**src/rtl/useq_pkg.sv**
```systemverilog
package useq_pkg;

  typedef enum logic [1:0] {
    PH_OPC  = 2'd0,
    PH_IMM  = 2'd1,
    PH_EXE  = 2'd2,
    PH_WAIT = 2'd3
  } phase_t;

  localparam int WORD_W = 8;
  localparam int FIELD_W = 6;

  localparam logic [FIELD_W-1:0] FLD_WAIT   = 6'd0;
  localparam logic [FIELD_W-1:0] FLD_JUMP   = 6'd4;
  localparam logic [FIELD_W-1:0] FLD_STROBE = 6'd8;

  // opcode field sits in the upper bits of the opcode byte
  function automatic logic [FIELD_W-1:0] op_field(input logic [WORD_W-1:0] opc);
    return opc[WORD_W-1:WORD_W-FIELD_W];
  endfunction

  // wait length in execute periods; zero is treated as one
  function automatic logic [WORD_W-1:0] wait_len(input logic [WORD_W-1:0] imm);
    return (imm == '0) ? WORD_W'(1) : imm;
  endfunction

endpackage

```
**src/rtl/useq_tick_gen.sv**
```systemverilog
module useq_tick_gen #(
  parameter int PC_DIV  = 4,
  parameter int EXE_DIV = 8
) (
  input  logic clk,
  input  logic rst_n,
  output logic pc_tick,
  output logic exe_tick
);

  localparam int CW = $clog2(EXE_DIV);
  localparam logic [CW-1:0] TOP = CW'(EXE_DIV - 1);

  logic [CW-1:0] cnt;

  generate
    if ((EXE_DIV & (EXE_DIV - 1)) == 0) begin : g_pow2
      always_ff @(posedge clk or negedge rst_n) begin
        if (!rst_n) cnt <= '0;
        else        cnt <= cnt + CW'(1);
      end
    end else begin : g_mod
      always_ff @(posedge clk or negedge rst_n) begin
        if (!rst_n)          cnt <= '0;
        else if (cnt == TOP) cnt <= '0;
        else                 cnt <= cnt + CW'(1);
      end
    end
  endgenerate

  assign pc_tick  = ((int'(cnt) % PC_DIV) == (PC_DIV - 1));
  assign exe_tick = (cnt == TOP);

endmodule

```
**src/rtl/useq_rom.sv**
```systemverilog
module useq_rom #(
  parameter int DEPTH = 544,
  parameter int AW    = 10,
  parameter int DW    = 8
) (
  input  logic [AW-1:0] addr,
  output logic [DW-1:0] data
);

  // built-in test microprogram; unlisted words are filler
  function automatic logic [DW-1:0] prog_byte(input logic [AW-1:0] a);
    logic [DW-1:0] fill;
    fill = a[0] ? a[DW-1:0] : DW'(8'hF0);
    if (int'(a) >= DEPTH) return '0;
    case (int'(a))
      0:   return DW'(8'h20);
      1:   return DW'(8'h11);
      2:   return DW'(8'h00);
      3:   return DW'(8'h03);
      4:   return DW'(8'h20);
      5:   return DW'(8'h22);
      6:   return DW'(8'h00);
      7:   return DW'(8'h00);
      8:   return DW'(8'h12);
      9:   return DW'(8'h10);
      528: return DW'(8'h20);
      529: return DW'(8'hA5);
      530: return DW'(8'h12);
      531: return DW'(8'h1A);
      538: return DW'(8'hF0);
      539: return DW'(8'h77);
      540: return DW'(8'h20);
      541: return DW'(8'h5A);
      542: return DW'(8'h20);
      543: return DW'(8'h3C);
      default: return fill;
    endcase
  endfunction

  assign data = prog_byte(addr);

endmodule

```
**src/rtl/useq_recon_flag.sv**
```systemverilog
module useq_recon_flag (
  input  logic clk,
  input  logic rst_n,
  input  logic set_i,
  input  logic clr_i,
  output logic flag_o
);

  always_ff @(posedge clk or negedge rst_n) begin
    if (!rst_n)     flag_o <= 1'b0;
    else if (set_i) flag_o <= 1'b1;
    else if (clr_i) flag_o <= 1'b0;
  end

endmodule

```
**src/rtl/useq_ctrl.sv**
```systemverilog
module useq_ctrl
  import useq_pkg::*;
#(
  parameter int ROM_DEPTH = 544,
  parameter int PC_W      = 10
) (
  input  logic              clk,
  input  logic              rst_n,
  input  logic              pc_tick,
  input  logic              exe_tick,
  input  logic              recon_timeout,
  input  logic [WORD_W-1:0] rom_data,
  output logic [PC_W-1:0]   pc,
  output logic [WORD_W-1:0] ctrl_strobe,
  output logic              wait_active,
  output logic              jump_fire,
  output logic [PC_W-1:0]   jump_dest
);

  localparam int HI_W = PC_W - WORD_W;
  localparam logic [PC_W-1:0] LAST_ADDR = PC_W'(ROM_DEPTH - 1);

  phase_t            phase;
  logic [WORD_W-1:0] opc_q;
  logic [WORD_W-1:0] imm_q;
  logic [WORD_W-1:0] wait_q;
  logic              exec_now;

  function automatic logic [PC_W-1:0] step_pc(input logic [PC_W-1:0] p);
    return (p == LAST_ADDR) ? '0 : p + PC_W'(1);
  endfunction

  function automatic logic [PC_W-1:0] make_target(input logic [WORD_W-1:0] opc,
                                                  input logic [WORD_W-1:0] imm);
    logic [PC_W-1:0] t;
    t = {opc[HI_W-1:0], imm};
    return (t > LAST_ADDR) ? '0 : t;
  endfunction

  assign exec_now    = (phase == PH_EXE) && exe_tick;
  assign wait_active = (phase == PH_WAIT);
  assign jump_fire   = exec_now && (op_field(opc_q) == FLD_JUMP);
  assign jump_dest   = make_target(opc_q, imm_q);

  always_ff @(posedge clk or negedge rst_n) begin
    if (!rst_n) begin
      phase       <= PH_OPC;
      pc          <= '0;
      opc_q       <= '0;
      imm_q       <= '0;
      wait_q      <= '0;
      ctrl_strobe <= '0;
    end else begin
      ctrl_strobe <= '0;
      if (recon_timeout) begin
        pc     <= '0;
        phase  <= PH_OPC;
        wait_q <= '0;
      end else begin
        unique case (phase)
          PH_OPC: if (pc_tick) begin
            opc_q <= rom_data;
            pc    <= step_pc(pc);
            phase <= PH_IMM;
          end
          PH_IMM: if (pc_tick) begin
            imm_q <= rom_data;
            pc    <= step_pc(pc);
            phase <= PH_EXE;
          end
          PH_EXE: if (exe_tick) begin
            phase <= PH_OPC;
            case (op_field(opc_q))
              FLD_WAIT: begin
                wait_q <= wait_len(imm_q);
                phase  <= PH_WAIT;
              end
              FLD_JUMP:   pc          <= jump_dest;
              FLD_STROBE: ctrl_strobe <= imm_q;
              default:    ;
            endcase
          end
          PH_WAIT: if (exe_tick) begin
            if (wait_q <= WORD_W'(1)) phase  <= PH_OPC;
            else                      wait_q <= wait_q - WORD_W'(1);
          end
          default: phase <= PH_OPC;
        endcase
      end
    end
  end

endmodule

```
**src/rtl/useq_core.sv**
```systemverilog
module useq_core
  import useq_pkg::*;
#(
  parameter int ROM_DEPTH = 544,
  parameter int PC_DIV    = 4,
  parameter int EXE_DIV   = 8,
  parameter int PC_W      = $clog2(ROM_DEPTH)
) (
  input  logic              clk,
  input  logic              rst_n,
  input  logic              recon_timeout,
  input  logic              recon_clr,
  output logic [7:0]        ctrl_strobe,
  output logic              recon_flag,
  output logic [PC_W-1:0]   pc_o,
  output logic              pc_tick,
  output logic              exe_tick
);

  logic [WORD_W-1:0] rom_data;
  logic              wait_active;
  logic              jump_fire;
  logic [PC_W-1:0]   jump_dest;

  useq_tick_gen #(.PC_DIV(PC_DIV), .EXE_DIV(EXE_DIV)) u_ticks (
    .clk      (clk),
    .rst_n    (rst_n),
    .pc_tick  (pc_tick),
    .exe_tick (exe_tick)
  );

  useq_rom #(.DEPTH(ROM_DEPTH), .AW(PC_W), .DW(WORD_W)) u_rom (
    .addr (pc_o),
    .data (rom_data)
  );

  useq_ctrl #(.ROM_DEPTH(ROM_DEPTH), .PC_W(PC_W)) u_ctrl (
    .clk           (clk),
    .rst_n         (rst_n),
    .pc_tick       (pc_tick),
    .exe_tick      (exe_tick),
    .recon_timeout (recon_timeout),
    .rom_data      (rom_data),
    .pc            (pc_o),
    .ctrl_strobe   (ctrl_strobe),
    .wait_active   (wait_active),
    .jump_fire     (jump_fire),
    .jump_dest     (jump_dest)
  );

  useq_recon_flag u_flag (
    .clk    (clk),
    .rst_n  (rst_n),
    .set_i  (recon_timeout),
    .clr_i  (recon_clr),
    .flag_o (recon_flag)
  );

endmodule

```
**config.mk**
```make
export PLATFORM = sky130hd
export DESIGN_NAME = useq_core
export DESIGN_NICKNAME = d
export VERILOG_FILES = /design/src/rtl/useq_pkg.sv /design/src/rtl/useq_tick_gen.sv /design/src/rtl/useq_rom.sv /design/src/rtl/useq_recon_flag.sv /design/src/rtl/useq_ctrl.sv /design/src/rtl/useq_core.sv
export SDC_FILE = /design/constraint.sdc
export NUM_CORES = 1
export LEC_CHECK = 0
export ABC_AREA = 1
export BUFFER_PORTS_ARGS = -buffer_cell sky130_fd_sc_hd__buf_2
export CORE_MARGIN = 1.5
export CORE_UTILIZATION = 45
export DETAILED_ROUTE_END_ITERATION = 10
export PLACE_DENSITY = 0.7
export SLEW_MARGIN = 5
export SYNTH_ARGS = -nofsm -noshare
export SYNTH_HDL_FRONTEND = slang
export SYNTH_SLANG_ARGS = --single-unit
```
**constraint.sdc**
```tcl
create_clock -name clk -period 2.29 [get_ports clk]
set_input_delay 0.1145 -clock clk [delete_from_list [all_inputs] [get_ports clk]]
set_output_delay 0.1145 -clock clk [all_outputs]
set_load 0.005 [all_outputs]
```
==> flow_summary.yaml <==
yosys:
  async_reset_ff_share_pct: 100
  syn_avg_cell_area_um2: 7.43
  yosysTopAreaCellShare_pct: 39.2
  synth_top_area_cell: "dfrtp_1"
  synth-edff-count: 0
  syn_area_mm2: 0.00307
  netlist_instances: 413
  synthFlopType: "dfrtp_1"
  ys_warn_count: 0
  synth_area_leaders: "dfrtp_1, nand2_1, inv_1"
  synth.distinct_cells: 42
  synth_fp_nets: 425
  yosysSeqAreaShare_pct: 39.2
  synth.ff_latch_count: 48
job:
  max_cap_viol_count: 0
layout:
  layout_commonest_cell: "nand2_1"
  drive_gt1_share_pct: 15.8
  diodes: 0
  fin_cells: 521
  fin_nets: 456
  final_core_util_pct: 52.5
  mostFrequentLayoutCells: "nand2_1, dfrtp_1, inv_1, nor2_1, o21ai_0"
  syn2layout_area_growth_pct: 10.6
route:
  route.detailed.wl_per_inst_um: 15.3
  drc: 1
  vias: 2946
  viasPerCell: 5.65
  ant_nets: 0
  first_iter_violations: 229
  drt-pass1-iter-count: 8
  routed_wl_um: 7980
setup_path:
  critPathKind: "reg2reg"
  crit_start: "u_ctrl.pc[0]"
  startpoint_type: "register"
  critPathMaxFanout: 11
  r2r-start: "u_ctrl.pc[0]"
  worstPathArrival_ns: 2.26
  cp-end-kind: "register"
  cp.required_ns: 2.49
global_routing:
  grt_start_max_net_pins: 19
  grt.total_usage_pct: 23.0
  grt_pass1_wl_um: 13200
  grt_overflow: 0
  grt_pass1_vias: 2719
  antenna_found_initial: 0
timing:
  tns_ns: 0
  fin_crit_sh_pct: 90.1
  max_freq_ghz: 0.484
  worst_pin_slew_ns: 0.449
  holdWs_ns: 0.225
  clock_skew_ns: 0.00681
  finalSetupViolations: 0
  rsz0062_at_grt: "no"
  final_max_slew_viol_count: 0
  period_minus_slack_ns: 2.06
  hold_viol: 0
  max_slew_margin_pct: 70.1
power_and_ir_drop:
  powerDensity_mw_per_mm2: 1330
  power.total_uw: 4510
  p_leak_uw: 0.00172
  vdd_drop_max_uv: 439
cts:
  path_clk_slew_ns: 0.09
  cts.sinks: 48
  cts_buffers: 5
  clockBufferDepth: 2
  h-tree-depth: 2
  tritoncts: "built"
  root_buffer: "clkbuf_8"
  clock_latency_ns: 0.30
placement:
  gp_congestion: 0.992
  dpl.hpwl_um: 6120
  place_inst: 512
  portBuffers: 24
floorplan:
  die-area_mm2: 0.00732
  io_pins: 25
  fp.dieH_um: 85.6
  initial_core_util_pct: 47.5
  core_mm2: 0.00646
  die_x_um: 85.6
  rows: 29
run_status:
  status: "finished, violations left"
  violations: "design-rule violations"
worst_hold_path:
  hold_path_class: "in2async"
==> cells in the mapped netlist, types with 3 or more instances <==
library cell,instances
nor3_1,13
nor2_4,3
inv_2,6
nand3_1,26
dfrtp_1,48
xor2_1,3
o211ai_1,5
a21oi_1,11
o31ai_1,3
ha_1,8
nand2_1,95
o22ai_1,9
nand2_2,7
a31oi_1,3
clkbuf_1,4
nor2_2,5
buf_4,3
nor2_1,39
nand4_1,25
inv_1,46
nand3_2,4
o21ai_0,27
==> layout make-up <==
class / instances / area [um2]
Sequential cell: 48 / 1200
Clock buffer: 6 / 82.6
Tap cell: 77 / 96.3
Timing Repair Buffer: 32 / 185
Inverter: 53 / 199
Clock inverter: 1 / 8.76
Fill cell: 629 / 3070
Multi-Input combinational cell: 304 / 1620
==> worst paths after layout <==
| check | endpoint | slack, ns | cells after the start |
|---|---|---|---|
| setup / recovery | u_ctrl.imm_q[4] | 0.23 | 13 |
| hold / removal | u_ctrl.pc[5] | 0.23 | 2 |
| setup reg to reg | u_ctrl.imm_q[4] | 0.23 | 13 |
| hold reg to reg | u_ticks.cnt[0] | 0.43 | 1 |
| max in group asynchronous | u_ctrl.ctrl_strobe[0] | 1.53 | 3 |
| min in group clk | u_ctrl.phase[1] | 0.26 | 3 |
==> per-layer routing <==
| metal | track usage (%) | wire [um] |
|---|---|---|
| met5 | 0 | 0 |
| met4 | 8.65 | 194 |
| met3 | 4.72 | 597 |
| met2 | 32.4 | 3340 |
| met1 | 34.8 | 3850 |
==> logic make-up (layout without fill, tap and decap cells) <==
group	after synthesis	count (layout)	share of synthesized area, %
adder cells (fa/ha/maj)	8	8	3.26
AND/OR/NAND/NOR	224	224	35.1
XOR/XNOR	3	3	0.857
AO/OA/AOI/OAI	69	69	13.6
flip-flops	48	48	39.2
buffers and inverters	61	92	8.07
==> worst max-delay path: stages (launching register included) <==
cell and delay, ns:
dfrtp_2 0.45, inv_1 0.16, ha_1 0.24, inv_1 0.13, nor2_1 0.10, nand3_1 0.09
nand2_1 0.06, nor2_2 0.10, buf_4 0.19, inv_1 0.05, nor2_1 0.15, nand2_1 0.09
nand4_1 0.10, nand2_1 0.06
==> power breakdown <==
part	internal, uW	switching [uW]	total, uW
clock network	241	289	530
logic	836	1700	2530
registers	1100	349	1450
total	2180	2340	4510
==> what timing repair did <==
item | 4_1_cts | 5_1_grt
endpoints found under the hold margin | 13 | 0
endpoints found under the setup margin | 0 | 1
buffers inserted | 0 | 0
hold buffers | 2 | 0
gates resized for setup | 0 | 1
==> sequential cells by signal, summed over array words and instances, names as in the netlist <==
register / flops
u_ctrl.imm_q: 8
u_ctrl.wait_q: 8
u_ctrl.opc_q: 8
u_ctrl.pc: 10
u_flag.flag_o: 1
u_ctrl.phase: 2
u_ctrl.ctrl_strobe: 8
u_ticks.cnt: 3
==> per-stage QoR <==
step                worst slack, ns  cell area (um2)
floorplan                     0.458             3070
global placement              0.237             3280
detailed placement            0.192             3280
CTS                           0.165             3390
global route                 0.0817             3390
finish                        0.226             3390
Note: power is estimated with default switching activity, not from simulation.
